$ cat config.mk
export PLATFORM = sky130hd
export DESIGN_NAME = eprom_guard
export DESIGN_NICKNAME = d
export VERILOG_FILES = /design/src/rtl/eg_pkg.sv /design/src/rtl/pw_store.sv /design/src/rtl/mode_decode.sv /design/src/rtl/access_judge.sv /design/src/rtl/eprom_guard.sv
export SDC_FILE = /design/constraint.sdc
export NUM_CORES = 1
export LEC_CHECK = 0
export ABC_AREA = 1
export CAP_MARGIN = 25
export CORE_ASPECT_RATIO = 1.5
export CORE_MARGIN = 2
export CORE_UTILIZATION = 28
export DETAILED_ROUTE_END_ITERATION = 12
export DONT_BUFFER_PORTS = 1
export RECOVER_POWER = 50
export SLEW_MARGIN = 15
export SYNTH_ARGS = -nofsm -noshare
export SYNTH_HDL_FRONTEND = slang
export SYNTH_SLANG_ARGS = --single-unit
$ cat constraint.sdc
create_clock -name clk -period 2.05 [get_ports clk]
set_input_delay 0.41 -clock clk [delete_from_list [all_inputs] [get_ports clk]]
set_output_delay 0.41 -clock clk [all_outputs]
set_load 0.005 [all_outputs]
$ cat src/rtl/eg_pkg.sv
package eg_pkg;

    localparam int ADDR_W   = 15;
    localparam int MARK_W   = 6;
    localparam int SEG_LOG2 = 9;
    localparam int LIMIT_W  = MARK_W + 1 + SEG_LOG2;
    localparam int WORD_W   = 2 * MARK_W + 4;

    // Stored word, MSB first
    typedef struct packed {
        logic              rsv_hi;
        logic              glock;
        logic              block;
        logic [MARK_W-1:0] fmark;
        logic              rsv_lo;
        logic [MARK_W-1:0] tmark;
    } pword_t;

    typedef enum logic [1:0] {
        PM_OPEN   = 2'd0,
        PM_BLOCK  = 2'd1,
        PM_ALL    = 2'd2,
        PM_BROKEN = 2'd3
    } pmode_t;

    localparam pword_t PW_ERASED = '1;

    function automatic logic rsv_cleared(input pword_t w);
        return !(w.rsv_hi && w.rsv_lo);
    endfunction

    function automatic logic markers_match(input pword_t w);
        return w.fmark == ~w.tmark;
    endfunction

    // First unprotected address, one bit wider than the address so N=63 gives 2**ADDR_W
    function automatic logic [LIMIT_W-1:0] first_open(input logic [MARK_W-1:0] tm);
        logic [MARK_W:0] seg;
        seg = {1'b0, tm} + (MARK_W+1)'(1);
        return {seg, {SEG_LOG2{1'b0}}};
    endfunction

endpackage

$ cat src/rtl/pw_store.sv
module pw_store
    import eg_pkg::*;
(
    input  logic   clk,
    input  logic   rst,
    input  logic   pgm_en,
    input  pword_t pgm_data,
    input  logic   erase_en,
    output pword_t word_q,
    output logic   rsv_rej_q
);

    always_ff @(posedge clk) begin
        if (rst) begin
            word_q    <= PW_ERASED;
            rsv_rej_q <= 1'b0;
        end else begin
            rsv_rej_q <= 1'b0;
            if (erase_en) begin
                word_q <= PW_ERASED;
            end else if (pgm_en) begin
                if (rsv_cleared(pgm_data)) begin
                    rsv_rej_q <= 1'b1;
                end else begin
                    word_q <= word_q & pgm_data;
                end
            end
        end
    end

    a_r1_erase_sets: assert property (@(posedge clk) disable iff (rst)
        erase_en |=> (word_q == PW_ERASED));

    a_r3_erase_wins: assert property (@(posedge clk) disable iff (rst)
        (erase_en && pgm_en) |=> !rsv_rej_q);

    a_r2_only_clears: assert property (@(posedge clk) disable iff (rst)
        !erase_en |=> ((word_q & ~$past(word_q)) == '0));

    a_r4_reject_holds: assert property (@(posedge clk) disable iff (rst)
        (pgm_en && !erase_en && rsv_cleared(pgm_data)) |=> ($stable(word_q) && rsv_rej_q));

endmodule

$ cat src/rtl/mode_decode.sv
module mode_decode
    import eg_pkg::*;
(
    input  pword_t             word,
    output pmode_t             mode,
    output logic [LIMIT_W-1:0] limit,
    output logic               marker_bad
);

    always_comb begin
        if (!word.glock) begin
            mode = PM_ALL;
        end else if (word.block) begin
            mode = PM_OPEN;
        end else if (!markers_match(word)) begin
            mode = PM_BROKEN;
        end else begin
            mode = PM_BLOCK;
        end
        limit      = first_open(word.tmark);
        marker_bad = (mode == PM_BROKEN);
    end

endmodule

$ cat src/rtl/access_judge.sv
module access_judge
    import eg_pkg::*;
(
    input  logic               clk,
    input  logic               rst,
    input  logic               req,
    input  logic [ADDR_W-1:0]  addr,
    input  pmode_t             mode,
    input  logic [LIMIT_W-1:0] limit,
    output logic               grant,
    output logic               deny
);

    logic allow;

    always_comb begin
        unique case (mode)
            PM_OPEN:  allow = 1'b1;
            PM_BLOCK: allow = ({{(LIMIT_W-ADDR_W){1'b0}}, addr} >= limit);
            default:  allow = 1'b0;
        endcase
        grant = req && allow;
        deny  = req && !allow;
    end

    a_r10_one_hot: assert property (@(posedge clk) disable iff (rst)
        req |-> $onehot({grant, deny}));

    a_r10_idle_quiet: assert property (@(posedge clk) disable iff (rst)
        !req |-> !(grant || deny));

    a_r7_global_closed: assert property (@(posedge clk) disable iff (rst)
        (mode == PM_ALL) |-> !grant);

    a_r5_open_all: assert property (@(posedge clk) disable iff (rst)
        (req && mode == PM_OPEN) |-> grant);

    a_r9_no_wrap: assert property (@(posedge clk) disable iff (rst)
        (mode == PM_BLOCK && limit[LIMIT_W-1]) |-> !grant);

endmodule

$ cat src/rtl/eprom_guard.sv
module eprom_guard
    import eg_pkg::*;
(
    input  logic              clk,
    input  logic              rst,
    input  logic              pgm_en,
    input  logic [WORD_W-1:0] pgm_data,
    input  logic              erase_en,
    output logic [WORD_W-1:0] prot_word,
    output logic              rsv_reject,
    output logic              marker_bad,
    input  logic              acc_req,
    input  logic [ADDR_W-1:0] acc_addr,
    output logic              acc_grant,
    output logic              acc_deny
);

    pword_t             word_q;
    pmode_t             mode;
    logic [LIMIT_W-1:0] limit;

    pw_store u_store (
        .clk       (clk),
        .rst       (rst),
        .pgm_en    (pgm_en),
        .pgm_data  (pword_t'(pgm_data)),
        .erase_en  (erase_en),
        .word_q    (word_q),
        .rsv_rej_q (rsv_reject)
    );

    mode_decode u_decode (
        .word       (word_q),
        .mode       (mode),
        .limit      (limit),
        .marker_bad (marker_bad)
    );

    access_judge u_judge (
        .clk   (clk),
        .rst   (rst),
        .req   (acc_req),
        .addr  (acc_addr),
        .mode  (mode),
        .limit (limit),
        .grant (acc_grant),
        .deny  (acc_deny)
    );

    assign prot_word = word_q;

    a_r8_bad_closed: assert property (@(posedge clk) disable iff (rst)
        marker_bad |-> !acc_grant);

endmodule

# Yosys cells after proc, flatten, opt, wreduce, memory -nomap -nowiden
# Index checks and enable logic that the tools add are counted.
[totals]
register_bits = 17
input_bits = 36
wordCells = 28
out_inout_bits = 20
[classes]
add_sub_neg = 1
bitwise = 3
mux = 5
eq_ne = 3
reduce_logical = 8
order_cmp = 1
[op_table]
columns = ["op", "n"]
rows = [
  ["$and 16x16->16", 1],
  ["$ge 15x16->1", 1],
  ["$add 6x1->7 const B", 1],
  ["$eq 6x6->1", 1],
  ["$mux 2", 3],
  ["$not 6->6", 1],
  ["$logic_and 1x1->1", 3],
  ["$reduce_or 3->1", 1],
  ["$eq 2x1->1 const B", 1],
  ["$eq 2x2->1 const B", 1],
  ["$logic_not 2->1", 1],
  ["$pmux 1 s2", 1],
  ["$reduce_and 2->1", 1],
  ["$reduce_or 2->1", 1],
  ["$logic_not 1->1", 1],
  ["$mux 1", 1],
  ["$not 1->1", 1],
]

# Longest topological paths before layout
[depth]
ltp_word = 9
depth_mapped = 11
ltp_nobuf = 11

# By module
# From an unflattened synthesis, not the netlist that was laid out.
[hier_totals]
hier_cells = 234
area_unflattened_um2 = 1467.7
[by_module_without_submodules]
columns = ["mod", "n_inst", "seq_area_each_um2", "area_each_um2", "cells_per_inst"]
rows = [
  ["pw_store", 1, 340.3, 716.9, 100],
  ["access_judge", 1, 0.0, 462.9, 79],
  ["mode_decode", 1, 0.0, 287.8, 55],
]

# Worst setup path before layout
# No wires, ideal clock.
[synth_path]
kind = "register -> output"
startpoint = "register, netlist name u_store.word_q[1]"
endpoint = "output acc_deny"
path_stages_with_launch = 10
required_ps = 1640
arrival_ps = 1643
path_slack_ps = -3
cell_sequence = "dfxtp_1 -> ha_1 -> nand3_2 -> xor2_1 -> ha_1 -> a21oi_1 -> nor2_1 -> nor2_1 -> nand2_1 -> a21oi_2"
[synth_between]
elab_chain_cells = 9
elab_cells_between_ends = 12
cone_classes = "add/sub (1); order compare (1); eq/ne (2); mux (4); bitwise (1); reduce/logical (3)"
[synth_rtl]
columns = ["element", "line_no", "source"]
rows = [
  ["parallel branches: the longest is 6 deep, another holds $ge 15x16->1", "-", ""],
  ["$pmux 1 s2 (*)", "access_judge.sv:17", "unique case (mode)"],
  ["$logic_not 1->1 (*)", "access_judge.sv:23", "deny = req && !allow;"],
  ["$logic_and 1x1->1 (*)", "access_judge.sv:23", ""],
  ["to (decl)", "eprom_guard.sv:15", "output logic acc_deny"],
]
# Mark *: on every way between the ends.

# Worst setup path after layout
[layout_path]
startpoint = "register, netlist name u_store.word_q[0]"
endpoint = "output acc_deny"
[layout_between]
elab_chain_cells = 9
elab_cells_between_ends = 12
cone_classes = "add/sub (1); order compare (1); eq/ne (2); mux (4); bitwise (1); reduce/logical (3)"
[layout_rtl]
columns = ["element", "line_no"]
rows = [
  ["parallel branches: the longest is 6 deep, another holds $ge 15x16->1", "-"],
  ["$pmux 1 s2 (*)", "access_judge.sv:17"],
  ["$logic_not 1->1 (*)", "access_judge.sv:23"],
  ["$logic_and 1x1->1 (*)", "access_judge.sv:23"],
]
# Marks and branches as above.

==> out/qor.log <==
INFO  outcome        status=finished with violations
INFO  outcome        violated_checks=setup timing
INFO  routing        ant_nets=0
INFO  setup_path     end_kind=primary output
INFO  synth          synth_commonest_cells=47 x sky130_fd_sc_hd__nand2_1, 23 x sky130_fd_sc_hd__inv_1, 17 x sky130_fd_sc_hd__dfxtp_1
INFO  synth          synth_sequential_area_ratio=0.3570
INFO  synth          synth_top_family_by_area=simple AND/OR/NAND/NOR gates
INFO  sta            highest_clock_rate=453.8MHz
INFO  placement      place_hpwl=1.900mm
INFO  setup_path     crit_path_max_fanout=2
INFO  global_route   gr-total-overflow=0
INFO  setup_path     critical_path_arrival=1.79ns
INFO  sta            layout_worst_path_cycle_share=1.075
INFO  placement      port_buffers=0
INFO  final_layout   syn_to_final_growth=19.29%
INFO  final_layout   drive_above_1_share=0.1569
INFO  global_route   number_of_antenna_violations_at_the_first_check_in_global_routing=0
INFO  sta            finalHoldViolations=0
INFO  placement      finalWeightedCongestion=0.7484
INFO  routing        post_drt_via_cell_ratio=4.533
INFO  synth          synth-async-reset-ratio=0
INFO  power          ir_drop_worst_case_vdd=0.3433mV
INFO  sta            rsz0062_at_grt=true
INFO  die            row_count=26
INFO  global_route   grt_resource_usage_total=0.1307
INFO  sta            final_max_slew_viol_count=0
INFO  sta            fin_skew=0ns
INFO  min_path       hold_path_stages=2
INFO  setup_path     critPathMaxStageDelay=0.37ns
INFO  global_route   first_global_vias=844
INFO  synth          synth_top_area_share=0.3570
INFO  synth          synthesis.yosys.warnings=0
INFO  job            maxCapViolations=0
INFO  routing        number_of_drc_markers_in_iteration_0=11
INFO  die            ios=56
INFO  placement      dp.cells=191
INFO  die            initial_core_util=0.2873
INFO  synth          post_synth_inst_count=143
INFO  synth          post_synth_adder_cell_area=0.09186
INFO  sta            layout_setup_ws=-0.1537ns
INFO  final_layout   nFillCells=401
INFO  power          power.total=650.6uW
INFO  synth          synth_xor_area_frac=0.03675
INFO  final_layout   finish.net_count=197
INFO  setup_path     path_common_cell=sky130_fd_sc_hd__nor2_1
INFO  final_layout   final_cell_count_no_fill=195
INFO  sta            sum_of_negative_setup_slack=-0.3052ns
INFO  clock_network  tritoncts=done
INFO  power          powerDensity=572.0mW/mm2
INFO  global_route   grt_start_max_net_pins=18
INFO  synth          synth_cell_type_count=18
INFO  final_layout   insertedDiodeCount=0
INFO  synth          synthDominantAreaCellType=sky130_fd_sc_hd__dfxtp_1
INFO  die            die_outline_height=75.47um
INFO  setup_path     reg2reg_setup_slack=1.28ns
INFO  placement      detailedPlace.worstSlack=0.04338ns
INFO  routing        route.vias.total=884
INFO  synth          yosysMostFrequentCell=sky130_fd_sc_hd__nand2_1
INFO  setup_path     startpoint_kind_of_the_worst_setup_timing_path=flip-flop
INFO  clock_network  cts_inserted_buffers=3
INFO  die            die_width=51.65um
INFO  synth          synthesis.area=953.4um2
INFO  setup_path     crit_path_required_time=1.64ns
INFO  setup_path     critical_path.slowest_cell=sky130_fd_sc_hd__dfxtp_4
INFO  clock_network  holdBufCountCts=0
INFO  sta            worst-slew-pin-transition=0.7068ns
INFO  routing        drt_pass1_iterations=4
INFO  sta            headroom_to_the_max_slew_limit=0.5288
INFO  global_route   grt_first_pass_wirelength=3.698mm
INFO  clock_network  insertion_delay=0.25ns
INFO  setup_path     crit_chain=ha_4 > nand3_2 > xor2_1 > ha_1 > a21oi_1 > nor2_1 > nor2_1 > nand2_2 > a21oi_2
INFO  routing        drc=0
INFO  synth          postSynthRegisterBits=17
INFO  synth          ys.flop_type=sky130_fd_sc_hd__dfxtp_1
INFO  final_layout   multi_input_area=540.5um2
INFO  synth          synth-edff-count=0
INFO  clock_network  cts_clk_pin_slew_worst_paths=0.06ns
INFO  sta            setup_viol_count_final=2
INFO  sta            period_minus_slack=2.204ns
INFO  synth          synthTopCellsByArea=sky130_fd_sc_hd__dfxtp_1 36%, sky130_fd_sc_hd__nand2_1 19%, sky130_fd_sc_hd__ha_1 9.2%
INFO  die            die_outline_area=0.003897mm2
INFO  clock_network  cts.root.buffer_cell=sky130_fd_sc_hd__clkbuf_8
INFO  routing        final_wirelength=2.227mm
INFO  power          power_leakage=0.6296nW
INFO  min_path       worst_min_path_class=input pin to flip-flop
INFO  setup_path     worst-r2r-cell-count=3
INFO  die            fp.coreArea=0.003318mm2
INFO  synth          synth_area_per_cell=6.667um2
INFO  synth          synthSimpleGateAreaFrac=0.2835
INFO  routing        routedWlPerCell=11.42um
INFO  synth          synth_compound_area_frac=0.1312
INFO  clock_network  cts-htree-levels=1
INFO  synth          net_count_of_the_mapped_netlist=186
INFO  clock_network  cts.path.max_buffers=2
INFO  setup_path     critical_path_class=flip-flop to primary output
INFO  final_layout   sequential_cell_area=349.1um2
INFO  synth          post_synth_mux_area_share=0
INFO  clock_network  clock_sink_count=17
-- worst max-delay path: cells and delay by family, from the launching register on --
family	cells	cell delay [ns]
fa+ha+maj	2	0.43
xor+xnor	1	0.15
flops	1	0.37
compound gates	2	0.27
simple gates	4	0.33
-- registers in the layout (all words and copies together), names as in the netlist --
signal             cells
u_store.word_q        16
u_store.rsv_rej_q      1
-- cells in the final DEF (no fill, tap or decap) --
cell and n:
sky130_fd_sc_hd__nand2_1 46, sky130_fd_sc_hd__inv_1 22, sky130_fd_sc_hd__o21ai_0 15, sky130_fd_sc_hd__dfxtp_1 14, sky130_fd_sc_hd__nor2_1 13, sky130_fd_sc_hd__ha_1 6, sky130_fd_sc_hd__buf_4 5, sky130_fd_sc_hd__nor2_2 3
sky130_fd_sc_hd__clkbuf_8 3, sky130_fd_sc_hd__nand3_1 2, sky130_fd_sc_hd__xor2_1 2, sky130_fd_sc_hd__xnor2_1 2, sky130_fd_sc_hd__o21ai_1 2, sky130_fd_sc_hd__a21oi_2 2, sky130_fd_sc_hd__o21ai_2 2, sky130_fd_sc_hd__clkbuf_1 2
sky130_fd_sc_hd__buf_6 2, sky130_fd_sc_hd__dfxtp_4 2, sky130_fd_sc_hd__inv_2 1, sky130_fd_sc_hd__nand4_1 1, sky130_fd_sc_hd__nand3_2 1, sky130_fd_sc_hd__nand3b_1 1, sky130_fd_sc_hd__a21oi_1 1, sky130_fd_sc_hd__nand2_2 1
sky130_fd_sc_hd__ha_4 1, sky130_fd_sc_hd__dfxtp_2 1
-- stage by stage --
| step | area, um2 | utilization | hold WS, ns |
|---|---|---|---|
| detailed placement | 1061 | 0.3198 | 0.4490 |
| CTS | 1130 | 0.3405 | 0.2765 |
| floorplan | 957.2 | - | 0.4327 |
| global route | 1137 | 0.3428 | 0.2940 |
| finish | 1137 | 0.3428 | 0.2815 |
| global placement | 1061 | 0.3198 | 0.4467 |
-- timing repair --
| item | CTS | global route |
|---|---|---|
| buffers inserted | 0 | 0 |
| pin swaps | 9 | 7 |
| resized for setup | 8 | 5 |
| setup endpoints to repair | 2 | 2 |
-- layout make-up --
type	count	area share
flip-flops and latches	17	0.3069
multi-input cells	101	0.4752
well taps	42	0.04620
inverters	23	0.07591
repair buffers	8	0.05611
clock buffers	4	0.03960
-- worst paths after layout --
check	from	endpoint
setup / recovery	u_store.word_q[0]$_SDFFE_PP1P_	acc_deny
hold / removal	pgm_en	u_store.rsv_rej_q$_SDFF_PP0_
setup reg to reg	u_store.word_q[4]$_SDFFE_PP1P_	u_store.word_q[4]$_SDFFE_PP1P_
hold reg to reg	u_store.word_q[15]$_SDFFE_PP1P_	u_store.word_q[15]$_SDFFE_PP1P_
-- routing by layer --
| layer | share of wire | track usage | vias to the layer above |
|---|---|---|---|
| met5 | 0 | 0 | - |
| met4 | 0.023 | 0.07895 | 0 |
| met3 | 0.039 | 0.01569 | 5 |
| met2 | 0.58 | 0.2450 | 25 |
| met1 | 0.36 | 0.1375 | 392 |
| li1 | - | - | 462 |
-- kinds of logic after synthesis --
kind of cell / after synthesis
adder cells (fa/ha/maj): 7
XOR/XNOR: 4
AND/OR/NAND/NOR: 68
flip-flops: 17
AO/OA/AOI/OAI: 22
buffers and inverters: 25
-- where the power goes --
part	total [mW]	switching, mW	internal (mW)
registers	0.338	0.00541	0.333
clock network	0.241	0.103	0.138
logic	0.0713	0.0408	0.0304
total	0.651	0.149	0.501
Power figures use the tool's default switching activity.
